$ cat src/rtl/adc_cal_pkg.sv
package adc_cal_pkg;

  typedef enum logic [2:0] {
    MD_IDLE   = 3'b000,
    MD_CONT   = 3'b001,
    MD_SINGLE = 3'b010,
    MD_RSV    = 3'b011,
    MD_SOFS   = 3'b100,
    MD_SGAIN  = 3'b101,
    MD_XOFS   = 3'b110,
    MD_XGAIN  = 3'b111
  } mode_e;

  typedef enum logic [1:0] {
    SRC_EXT  = 2'd0,
    SRC_ZERO = 2'd1,
    SRC_FULL = 2'd2
  } src_e;

  typedef enum logic [2:0] {
    ST_IDLE,
    ST_CONT,
    ST_SINGLE,
    ST_OFS,
    ST_GZ,
    ST_GF,
    ST_DIV
  } state_e;

endpackage

$ cat src/rtl/adc_cal_percnt.sv
module adc_cal_percnt #(
  parameter int N_OFF = 3,
  parameter int N_ON  = 2
) (
  input  logic clk,
  input  logic rst_n,
  input  logic clr,
  input  logic tick,
  input  logic chop,
  output logic hit
);
  localparam int NMAX = (N_OFF > N_ON) ? N_OFF : N_ON;
  localparam int CW   = (NMAX > 2) ? $clog2(NMAX) : 1;
  localparam logic [CW-1:0] LAST_OFF = CW'(N_OFF - 1);
  localparam logic [CW-1:0] LAST_ON  = CW'(N_ON - 1);
  localparam logic [CW-1:0] LAST_MAX = CW'(NMAX - 1);

  logic [CW-1:0] cnt;
  logic [CW-1:0] last;

  assign last = chop ? LAST_ON : LAST_OFF;
  assign hit  = tick && !clr && (cnt == last);

  always_ff @(posedge clk or negedge rst_n) begin
    if (!rst_n)              cnt <= '0;
    else if (clr || hit)     cnt <= '0;
    else if (tick)           cnt <= cnt + 1'b1;
  end


  cnt_range_chk: assert property (@(posedge clk) disable iff (!rst_n)
    cnt <= LAST_MAX);

endmodule

$ cat src/rtl/adc_cal_div.sv
module adc_cal_div #(
  parameter int DW = 16
) (
  input  logic          clk,
  input  logic          rst_n,
  input  logic          start,
  input  logic [DW-2:0] num_hi,
  input  logic [DW-1:0] num_lo,
  input  logic [DW-1:0] divisor,
  output logic          fin,
  output logic [DW-1:0] quo
);
  localparam int SW = $clog2(DW);
  localparam logic [SW-1:0] LAST = SW'(DW - 1);

  logic          run;
  logic [SW-1:0] cnt;
  logic [DW-1:0] rem;
  logic [DW-1:0] dvs;
  logic [DW:0]   rem_sh;
  logic          ge;

  function automatic logic [DW:0] shift_in(input logic [DW-1:0] r, input logic b);
    return {r, b};
  endfunction

  assign rem_sh = shift_in(rem, quo[DW-1]);
  assign ge     = rem_sh >= {1'b0, dvs};

  always_ff @(posedge clk or negedge rst_n) begin
    if (!rst_n) begin
      run <= 1'b0;
      cnt <= '0;
      rem <= '0;
      dvs <= '0;
      quo <= '0;
      fin <= 1'b0;
    end else if (start) begin
      run <= 1'b1;
      cnt <= '0;
      rem <= {1'b0, num_hi};
      dvs <= divisor;
      quo <= num_lo;
      fin <= 1'b0;
    end else if (run) begin
      rem <= ge ? DW'(rem_sh - {1'b0, dvs}) : rem_sh[DW-1:0];
      quo <= {quo[DW-2:0], ge};
      cnt <= cnt + 1'b1;
      if (cnt == LAST) begin
        run <= 1'b0;
        fin <= 1'b1;
      end
    end else begin
      fin <= 1'b0;
    end
  end


  div_rem_chk: assert property (@(posedge clk) disable iff (!rst_n)
    run |-> rem < dvs);


  div_fin_pulse_chk: assert property (@(posedge clk) disable iff (!rst_n)
    fin |=> !fin);

endmodule

$ cat src/rtl/adc_cal_coef.sv
module adc_cal_coef #(
  parameter int          DW       = 16,
  parameter logic [DW-1:0] OFS_DEF  = '0,
  parameter logic [DW-1:0] GAIN_DEF = 16'h8000
) (
  input  logic          clk,
  input  logic          rst_n,
  input  logic          we,
  input  logic          sel,
  input  logic [DW-1:0] wdata,
  output logic [DW-1:0] ofs_q,
  output logic [DW-1:0] gain_q
);
  logic [DW-1:0] regs [2];

  for (genvar g = 0; g < 2; g++) begin : g_reg
    localparam logic [DW-1:0] DEF = (g == 0) ? OFS_DEF : GAIN_DEF;
    always_ff @(posedge clk or negedge rst_n) begin
      if (!rst_n)                       regs[g] <= DEF;
      else if (we && (sel == g[0]))     regs[g] <= wdata;
    end
  end

  assign ofs_q  = regs[0];
  assign gain_q = regs[1];


  gain_hold_chk: assert property (@(posedge clk) disable iff (!rst_n)
    !(we && sel) |=> $stable(gain_q));

endmodule

$ cat src/rtl/adc_cal_seq.sv
module adc_cal_seq
  import adc_cal_pkg::*;
#(
  parameter int            DW         = 16,
  parameter int            N_OFF      = 3,
  parameter int            N_ON       = 2,
  parameter logic [DW-1:0] IDEAL_SPAN = 16'h6000,
  parameter logic [DW-1:0] OFS_DEF    = '0,
  parameter logic [DW-1:0] GAIN_DEF   = 16'h8000
) (
  input  logic          clk,
  input  logic          rst_n,
  input  logic          mode_wr,
  input  logic [2:0]    mode_in,
  input  logic          chop_en,
  input  logic          flt_done,
  input  logic [DW-1:0] flt_sample,
  output logic          conv_run,
  output logic [1:0]    src_sel,
  output logic          coef_we,
  output logic          coef_sel,
  output logic [DW-1:0] coef_data,
  output logic [DW-1:0] offset_coef,
  output logic [DW-1:0] gain_coef,
  output logic [2:0]    mode_q,
  output logic          busy,
  output logic          done,
  output logic          cal_err
);
  localparam logic [DW-1:0] GAIN_MAX = '1;

  state_e        st;
  mode_e         mode_r;
  logic [DW-1:0] z_cap;

  // named internal events
  logic          accept;
  logic          tick;
  logic          hit;
  logic          fin_now;
  logic          wr_en;
  logic          wr_sel;
  logic [DW-1:0] wr_dat;
  logic          span_bad;
  logic          span_clamp;
  logic          div_start;
  logic          div_fin;
  logic [DW-1:0] div_quo;
  logic signed [DW:0] span_w;

  function automatic logic signed [DW:0] span_of(input logic [DW-1:0] hi_s,
                                                 input logic [DW-1:0] lo_s);
    return $signed({hi_s[DW-1], hi_s}) - $signed({lo_s[DW-1], lo_s});
  endfunction

  function automatic logic clamps(input logic signed [DW:0] s);
    return {s[DW-1:0], 1'b0} <= {1'b0, IDEAL_SPAN};
  endfunction

  function automatic state_e entry_state(input logic [2:0] m);
    case (m)
      MD_CONT:          return ST_CONT;
      MD_SINGLE:        return ST_SINGLE;
      MD_SOFS, MD_XOFS: return ST_OFS;
      MD_SGAIN, MD_XGAIN: return ST_GZ;
      default:          return ST_IDLE;
    endcase
  endfunction

  assign busy     = (st == ST_OFS) || (st == ST_GZ) || (st == ST_GF) || (st == ST_DIV);
  assign conv_run = (st == ST_CONT) || (st == ST_SINGLE);
  assign mode_q   = mode_r;
  assign accept   = mode_wr && !busy;
  assign tick     = flt_done && ((st == ST_SINGLE) || (st == ST_OFS) ||
                                 (st == ST_GZ) || (st == ST_GF));

  assign span_w     = span_of(flt_sample, z_cap);
  assign span_bad   = span_w[DW] || (span_w == '0);
  assign span_clamp = clamps(span_w);

  adc_cal_percnt #(.N_OFF(N_OFF), .N_ON(N_ON)) u_percnt (
    .clk   (clk),
    .rst_n (rst_n),
    .clr   (accept),
    .tick  (tick),
    .chop  (chop_en),
    .hit   (hit)
  );

  assign div_start = (st == ST_GF) && hit && !span_bad && !span_clamp;

  adc_cal_div #(.DW(DW)) u_div (
    .clk     (clk),
    .rst_n   (rst_n),
    .start   (div_start),
    .num_hi  (IDEAL_SPAN[DW-1:1]),
    .num_lo  ({IDEAL_SPAN[0], {(DW-1){1'b0}}}),
    .divisor (span_w[DW-1:0]),
    .fin     (div_fin),
    .quo     (div_quo)
  );

  always_comb begin
    wr_en   = 1'b0;
    wr_sel  = 1'b0;
    wr_dat  = flt_sample;
    fin_now = 1'b0;
    case (st)
      ST_OFS: if (hit) begin
        wr_en   = 1'b1;
        fin_now = 1'b1;
      end
      ST_GF: if (hit) begin
        if (span_bad) begin
          fin_now = 1'b1;
        end else if (span_clamp) begin
          wr_en   = 1'b1;
          wr_sel  = 1'b1;
          wr_dat  = GAIN_MAX;
          fin_now = 1'b1;
        end
      end
      ST_DIV: if (div_fin) begin
        wr_en   = 1'b1;
        wr_sel  = 1'b1;
        wr_dat  = div_quo;
        fin_now = 1'b1;
      end
      default: ;
    endcase
  end

  adc_cal_coef #(.DW(DW), .OFS_DEF(OFS_DEF), .GAIN_DEF(GAIN_DEF)) u_coef (
    .clk    (clk),
    .rst_n  (rst_n),
    .we     (wr_en),
    .sel    (wr_sel),
    .wdata  (wr_dat),
    .ofs_q  (offset_coef),
    .gain_q (gain_coef)
  );

  always_comb begin
    case (st)
      ST_OFS:  src_sel = (mode_r == MD_SOFS)  ? SRC_ZERO : SRC_EXT;
      ST_GZ:   src_sel = (mode_r == MD_SGAIN) ? SRC_ZERO : SRC_EXT;
      ST_GF:   src_sel = (mode_r == MD_SGAIN) ? SRC_FULL : SRC_EXT;
      default: src_sel = SRC_EXT;
    endcase
  end

  always_ff @(posedge clk or negedge rst_n) begin
    if (!rst_n) begin
      st        <= ST_IDLE;
      mode_r    <= MD_IDLE;
      z_cap     <= '0;
      done      <= 1'b0;
      cal_err   <= 1'b0;
      coef_we   <= 1'b0;
      coef_sel  <= 1'b0;
      coef_data <= '0;
    end else begin
      done      <= fin_now;
      coef_we   <= wr_en;
      coef_sel  <= wr_sel;
      coef_data <= wr_en ? wr_dat : coef_data;
      if (accept) begin
        st     <= entry_state(mode_in);
        mode_r <= (mode_in == MD_RSV) ? MD_IDLE : mode_e'(mode_in);
        if (mode_in[2]) cal_err <= 1'b0;
      end else if (fin_now) begin
        st     <= ST_IDLE;
        mode_r <= MD_IDLE;
        if (st == ST_GF && span_bad) cal_err <= 1'b1;
      end else begin
        case (st)
          ST_SINGLE: if (hit) begin
            st     <= ST_IDLE;
            mode_r <= MD_IDLE;
          end
          ST_GZ: if (hit) begin
            z_cap <= flt_sample;
            st    <= ST_GF;
          end
          ST_GF: if (div_start) st <= ST_DIV;
          default: ;
        endcase
      end
    end
  end


  idle_after_cal_chk: assert property (@(posedge clk) disable iff (!rst_n)
    done |-> !busy && (mode_q == 3'b000));


  done_pulse_chk: assert property (@(posedge clk) disable iff (!rst_n)
    done |=> !done);


  abort_chk: assert property (@(posedge clk) disable iff (!rst_n)
    (mode_wr && !busy && mode_in[2]) |=> busy && !conv_run);


  busy_wr_ignored_chk: assert property (@(posedge clk) disable iff (!rst_n)
    (busy && mode_wr && !fin_now) |=> (mode_q == $past(mode_q)));


  err_nowrite_chk: assert property (@(posedge clk) disable iff (!rst_n)
    $rose(cal_err) |-> done && !coef_we);


  write_with_done_chk: assert property (@(posedge clk) disable iff (!rst_n)
    coef_we |-> done);

endmodule

$ cat config.mk
export PLATFORM = sky130hd
export DESIGN_NAME = adc_cal_seq
export DESIGN_NICKNAME = d
export VERILOG_FILES = /design/src/rtl/adc_cal_pkg.sv /design/src/rtl/adc_cal_percnt.sv /design/src/rtl/adc_cal_div.sv /design/src/rtl/adc_cal_coef.sv /design/src/rtl/adc_cal_seq.sv
export SDC_FILE = /design/constraint.sdc
export NUM_CORES = 1
export LEC_CHECK = 0
export ABC_AREA = 1
export BUFFER_PORTS_ARGS = -buffer_cell sky130_fd_sc_hd__buf_2
export CAP_MARGIN = 20
export CORE_UTILIZATION = 55
export CTS_CLUSTER_SIZE = 8
export DETAILED_ROUTE_END_ITERATION = 8
export MAX_ROUTING_LAYER = met4
export PLACE_DENSITY = 0.84
export SETUP_SLACK_MARGIN = 0.15
export SLEW_MARGIN = 20
export SYNTH_ARGS = -nofsm -noshare
export SYNTH_HDL_FRONTEND = slang
export SYNTH_HIERARCHICAL = 1
export SYNTH_SLANG_ARGS = --single-unit
$ cat constraint.sdc
create_clock -name clk -period 6.5 [get_ports clk]
set_input_delay 0.975 -clock clk [delete_from_list [all_inputs] [get_ports clk]]
set_output_delay 0.975 -clock clk [all_outputs]
set_load 0.05 [all_outputs]
==> results of run 1 <==
==> layer usage <==
| layer | track usage (%) | wire length [um] | vias up |
|---|---|---|---|
| met5 | - | 0 | - |
| met4 | 7.773 | 331 | 0 |
| met3 | 4.564 | 1486 | 36 |
| met2 | 41.95 | 9741 | 302 |
| met1 | 39.01 | 9591 | 3673 |
| li1 | - | - | 3931 |
==> cells in the final DEF, fill, tap and decap left out, drive strengths merged, types with 8 or more instances in the layout <==
cell type,synthesis,final
dfrtp,129,129
nor2,88,88
clkbuf,14,17
nor3,10,10
nand3,107,107
conb,2,31
o211ai,8,8
ha,33,33
a21oi,35,35
nand2,410,410
nand4,11,11
inv,230,240
a22oi,15,15
xnor2,9,9
buf,22,90
o21ai,61,61
==> power by group through the flow <==
stage	Sequential (W)	Combinational (W)	Clock [W]
finish	0.00129	0.00245	0.000919
global route	0.00132	0.00271	0.000964
floorplan	0.00163	0.00156	0
global placement	0.00129	0.00235	0
detailed placement	0.00130	0.00241	0
CTS	0.00129	0.00242	0.000929
==> sequential cells by signal, summed over array words and instances (netlist names) <==
name           cells
u_div/fin          1
u_div/run          1
u_coef/ofs_q      16
done               1
u_div/rem         16
coef_data         16
u_div/dvs         16
coef_sel           1
u_div/cnt          4
z_cap             16
u_percnt/cnt       2
u_div/quo         16
coef_we            1
cal_err            1
mode_q             3
u_coef/gain_q     16
st                 3
==> layout make-up <==
type / count / area [um^2] / share of cell area, %
multi-input cells: 842 / 4395 / 44.64
flip-flops and latches: 130 / 3254 / 33.05
inverters: 231 / 872.1 / 8.858
repair buffers: 90 / 496.7 / 5.045
clock buffers: 17 / 425.4 / 4.321
well taps: 211 / 264.0 / 2.681
clock inverters: 15 / 137.6 / 1.398
==> worst paths after layout <==
path	slack, ns	to	depth (start not counted)
max	2.28	u_coef/gain_q[2]	25
min	0.46	u_div/cnt[3]	1
max reg2reg	2.28	u_coef/gain_q[2]	22
min reg2reg	0.46	u_div/cnt[3]	1
max in group asynchronous	4.76	z_cap[15]	2
min in group asynchronous	0.59	u_div/rem[15]	1
==> stage by stage <==
step / hold WS, ns / power, W / worst slack, ns / cells
after floorplan: 0.4334 / 0.003187 / 2.771 / 1239
after global placement: 0.4501 / 0.003640 / 1.770 / 1503
after detailed placement: 0.4568 / 0.003713 / 1.606 / 1503
after CTS: 0.4664 / 0.004644 / 2.044 / 1535
after global routing: 0.4836 / 0.005000 / 1.879 / 1536
final: 0.4646 / 0.004659 / 2.279 / 1536
==> cell families after synthesis <==
family / synth area share, %
compound gates: 9.355
other cells: 0.08679
flops: 37.61
buf+inv: 12.97
xor+xnor: 1.113
simple gates: 33.63
fa+ha+maj: 5.234
==> metrics.txt, run 1 <==
status finished, final reports clean; initial antenna violation count 0; Fill cells 1,288; Detail Placement HPWL 15,730 um; cts bufs inserted 17; final setup vio count 0; wirelength, routed 21,150 um; Mapped Cells 1,210; Switching Share 49.48%; Finished Cell Area 9846 um^2; initial DRC count 738; sequential fraction of the synthesis area 37.61%; ys async rst share 100.0%; Slew HR 38.59%; CP max stage cell inv_1; critical path type input port to register; skew final 0.01205 ns; sequential share of power 27.7%; flops & latches, synth 130; leakage 5.457 nW; final hold vios 0; die width 127.4 um; Hold Crit Start u_div/cnt[3]; crit path DAT 4.53 ns; Max-Cap Viols 0; Die ar. 16,240 um^2; row count 45; buffers plus inverters on the worst setup path 8; residual DRC count 0; drt via density 5.171; Core Area 15,260 um^2; period utilization 64.93%; pin count of the biggest net entering global routing 82; FF-to-FF Start st[2]; starting density of the core 56.71%; post-synth top area cell dfrtp_1; clock share of power 19.7%; worst hold path type register to register; number of hold buffers added after cts 0; CTS tree yes; top-area cell type share of the netlist area 37.30%; Final ANT Viol Nets 0; H-tree depth 4; PD cells 473.2 nW/um^2; combinational share of power 52.5%; Most used DFF post-synth dfrtp_1; # IOs 83; Commonest cells post-synth nand2_1 (380), inv_1 (217), dfrtp_1 (129); vias in the first global route 7,209; crit-path max FO 33; CTS root buffer clkbuf_16; Area contributors post-synth dfrtp_1 (37%), nand2_1 (16%), inv_1 (9.4%); CTS clk-pin slew, worst paths 0.06 ns; via count 7,942; RSZ-0062 raised after global routing no; Cell Area, Placed 9255 um^2; Antenna Cells 0; post-layout min period 4.221 ns; Chip Height 127.4 um; Clock Latency Late Sink 0.42 ns; endpoint class of the critical path register; EDFF count, synth 0; gr ovfl total 0; Setup TNS 0 ns; Post-Syn Area 8653 um^2; switching power 0.002306 W; CP dominant cell by count nand2_1; P_int 0.002354 W; final max-slew violation count 0; Area Growth Syn to Fin 13.78%; Total Routing Usage GR 27.91%; Worst EP required 6.81 ns; most common cell in the synthesized netlist nand2_1; # Post-CTS Setup Buffers 0; nets@finish 1,371; Final GP Congestion 1.001; crit path launch type input port; Finished Core Util 64.53%; first-pass GRT wire length 34,870 um; post-CTS sizing 0; share of cells above drive strength 1 17.28%; Synth Area per Inst 7.151 um^2; clock buffer depth 2; router iterations before antenna repair 5; Syn. warnings 6; fmax 0.2369 GHz; worst slew pin tran 0.9189 ns; crit-path max cell delay 0.47 ns; Buffers on Ports 82; Avg WL per Cell 13.77 um; Top delay family on crit path buffers and inverters; maximum vdd drop 232.6 uV; Critical Path Source flt_sample[0]; post-synth cell types 45; clk sinks 130
Power figures use the tool's default switching activity.
==> run 2: changes to the inputs <==
--- a/config.mk
+++ b/config.mk
@@ -5,14 +5,14 @@
 export SDC_FILE = /design/constraint.sdc
 export NUM_CORES = 1
 export LEC_CHECK = 0
-export ABC_AREA = 1
+export ABC_AREA = 0
 export BUFFER_PORTS_ARGS = -buffer_cell sky130_fd_sc_hd__buf_2
 export CAP_MARGIN = 20
-export CORE_UTILIZATION = 55
+export CORE_UTILIZATION = 54
 export CTS_CLUSTER_SIZE = 8
 export DETAILED_ROUTE_END_ITERATION = 8
 export MAX_ROUTING_LAYER = met4
-export PLACE_DENSITY = 0.84
+export PLACE_DENSITY = 0.86
 export SETUP_SLACK_MARGIN = 0.15
 export SLEW_MARGIN = 20
 export SYNTH_ARGS = -nofsm -noshare
==> constraint.sdc (replaced) <==
create_clock -name clk -period 3.5 [get_ports clk]
set_input_delay 0.525 -clock clk [delete_from_list [all_inputs] [get_ports clk]]
set_output_delay 0.525 -clock clk [all_outputs]
set_load 0.05 [all_outputs]
==> metrics.txt, run 2 <==
cts bufs inserted 17 (unchanged); Die ar. 14,870 um^2 (was 16,240 um^2); top-area cell type share of the netlist area 41.55% (was 37.30%); pin count of the biggest net entering global routing 55 (was 82); via count 8,038 (was 7,942); flops & latches, synth 130 (unchanged); sequential share of power 23.2% (was 27.7%); PD cells 1041 nW/um^2 (was 473.2 nW/um^2); Finished Core Util 75.51% (was 64.53%); buffers plus inverters on the worst setup path 1 (was 8); Placed Cells 1,158 (was 1,503); clk sinks 130 (unchanged); post-layout min period 4.174 ns; row count 43 (was 45); clock buffer depth 2 (unchanged); Post-Syn Area 7770 um^2 (was 8653 um^2); Avg WL per Cell 23.28 um (was 13.77 um); final hold slack 0.1564 ns (was 0.4646 ns); sequential fraction of the synthesis area 41.88% (was 37.61%); most common cell in the synthesized netlist dfrtp_1 (was nand2_1); reg2reg setup slack -0.67 ns (was 2.28 ns); Commonest cells post-synth dfrtp_1 (129), nand2_1 (120), o21ai_0 (72) (was nand2_1 (380), inv_1 (217), dfrtp_1 (129)); gr ovfl total 0 (unchanged); Area Growth Syn to Fin 35.43% (was 13.78%); Core Area 13,930 um^2 (was 15,260 um^2); crit path DAT 4.50 ns (was 4.53 ns); final hold vios 0 (unchanged); CP max stage cell or4_4 (was inv_1); worst slew pin tran 0.7411 ns (was 0.9189 ns); endpoint class of the critical path register (unchanged); H-tree depth 4 (unchanged); Syn. warnings 6 (unchanged); initial DRC count 1,213 (was 738); Detail Placement HPWL 14,460 um (was 15,730 um); final max-slew violation count 0 (unchanged); skew final 0.01236 ns (was 0.01205 ns); worst hold path type input port to asynchronous set/reset pin (was register to register); crit path launch type register (was input port); nets@finish 1,088 (was 1,371); die width 122.0 um (was 127.4 um); crit-path max FO 7 (was 33); Final GP Congestion 0.8781 (was 1.001); Clock Latency Late Sink 0.44 ns (was 0.42 ns); Final ANT Viol Nets 0 (unchanged); Chip Height 122.0 um (was 127.4 um); starting density of the core 55.76% (was 56.71%); commonest cells after routing, fill and taps aside dfrtp_1 (128), nand2_1 (107), buf_4 (83) (was nand2_1 (380), inv_1 (217), dfrtp_1 (129)); leakage 5.207 nW (was 5.457 nW); combinational share of power 60.2% (was 52.5%); wirelength, routed 28,540 um (was 21,150 um); critical-path cell list ha_4, fa_2, nand2b_4, a211o_1, a21oi_2, o21ai_0, and4_1, a2111o_1, a31o_1, or4_4, nand2_4, nor2b_4, buf_12, mux2_2; switching power 0.005147 W (was 0.002306 W); Slew HR 50.59% (was 38.59%); # IOs 83 (unchanged); ys async rst share 100.0% (unchanged); final setup vio count 111 (was 0); Area contributors post-synth dfrtp_1 (42%), nand2_1 (5.8%), ha_1 (5.3%) (was dfrtp_1 (37%), nand2_1 (16%), inv_1 (9.4%)); Synth Area per Inst 9.452 um^2 (was 7.151 um^2); residual DRC count 0 (unchanged); initial antenna violation count 4 (was 0); fin cells 1,226 (was 1,536); clock share of power 16.6% (was 19.7%); post-synth top area cell dfrtp_1 (unchanged); number of hold buffers added after cts 0 (unchanged); Mapped Cells 822 (was 1,210); Switching Share 47.00% (was 49.48%); RSZ-0062 raised after global routing yes (was no); Max-Cap Viols 0 (unchanged); drt via density 6.556 (was 5.171); Buffers on Ports 82 (unchanged); Setup TNS -46.30 ns (was 0 ns); vias in the first global route 7,981 (was 7,209); leading cell type in the layout, fill and taps excluded dfrtp_1 (was nand2_1); first-pass GRT wire length 43,130 um (was 34,870 um); critical path type register to register (was input port to register); Final Worst Setup Slack -0.6745 ns (was 2.279 ns); period utilization 119.3%; share of cells above drive strength 1 35.22% (was 17.28%); fmax 0.2396 GHz; CTS tree yes (unchanged); crit-path max cell delay 0.47 ns (about the same); CTS clk-pin slew, worst paths 0.06 ns (about the same); maximum vdd drop 592.8 uV (was 232.6 uV); CTS root buffer clkbuf_16 (unchanged); Top delay family on crit path compound AO/OA/AOI/OAI gates (was buffers and inverters); Most used DFF post-synth dfrtp_1 (unchanged); violated checks negative setup slack; Worst EP required 3.82 ns (was 6.81 ns); EDFF count, synth 0 (unchanged); router iterations before antenna repair 8 (was 5); Total Routing Usage GR 40.13% (was 27.91%); post-synth cell types 67 (was 45); P_int 0.005805 W (was 0.002354 W); status finished with violations (was finished, final reports clean)
run 2: changes by cell type after synthesis, moves of 16 or more:
cell and delta:
nand2_1 -260, mux2i_1 +35, nand3_2 -24, nand2_2 -25
inv_1 -166, clkbuf_1 +16, mux2_2 +24, nor2_1 -27
o21ai_0 +28, nand3_1 -69, nand2b_1 +16
run 2: cells by family after synthesis:
family	count (synthesis)	share of synthesized area, %
simple gates	250	14.93
compound gates	210	18.05
flops	130	41.88
buf+inv	92	5.217
mux	72	10.50
fa+ha+maj	35	5.829
xor+xnor	31	3.494
other cells	2	0.09665
run 2: power by group through the flow:
stage / clock network [W] / registers (W) / logic [W]
3_5_place_dp: 0 / 0.00246 / 0.00528
6_report: 0.00182 / 0.00254 / 0.00659
2_1_floorplan: 0 / 0.00282 / 0.00336
4_1_cts: 0.00180 / 0.00247 / 0.00590
5_1_grt: 0.00188 / 0.00258 / 0.00693
3_3_place_gp: 0 / 0.00243 / 0.00509
run 2: cell type report:
cell class	count	area, um^2
inverter	51	198.9
tap	180	225.2
fill	766	3412
clock inverter	14	153.9
sequential	130	3256
timing repair buffer	199	1644
antenna	4	10.01
clock buffer	18	439.2
multi-input combinational	630	4596
run 2: final timing paths:
check,from,end,depth (start not counted)
max in group asynchronous,rst_n,u_coef/gain_q[5],2
setup / recovery,z_cap[0],u_coef/ofs_q[1],14
min in group clk,flt_sample[6],z_cap[6],3
setup reg to reg,z_cap[0],u_coef/ofs_q[1],14
hold reg to reg,cal_err,cal_err,2
hold / removal,rst_n,u_div/dvs[5],1
run 2: repair_timing:
action                                 CTS  global route
endpoints found under the hold margin    0             0
gates cloned                             8             0
setup buffers                           17             7
pin swaps                               30             2
setup endpoints to repair              104           112
gates resized for setup                107             6
run 2: metal layers:
metal | GRT usage [%] | vias up | wire (um)
li1 | - | 3278 | -
met1 | 43.11 | 3829 | 9803
met2 | 61.62 | 673 | 13330
met3 | 14.79 | 258 | 2993
met4 | 27.39 | 0 | 2419
met5 | - | - | 0
run 2: metrics by stage:
step	area (um^2)	total power, W	setup WS, ns
2_1_floorplan	8090	0.006178	-0.7780
3_3_place_gp	9134	0.007512	-0.7275
3_5_place_dp	9134	0.007747	-0.8744
4_1_cts	10420	0.01016	-0.5107
5_1_grt	10520	0.01139	-0.7565
6_report	10520	0.01095	-0.6745
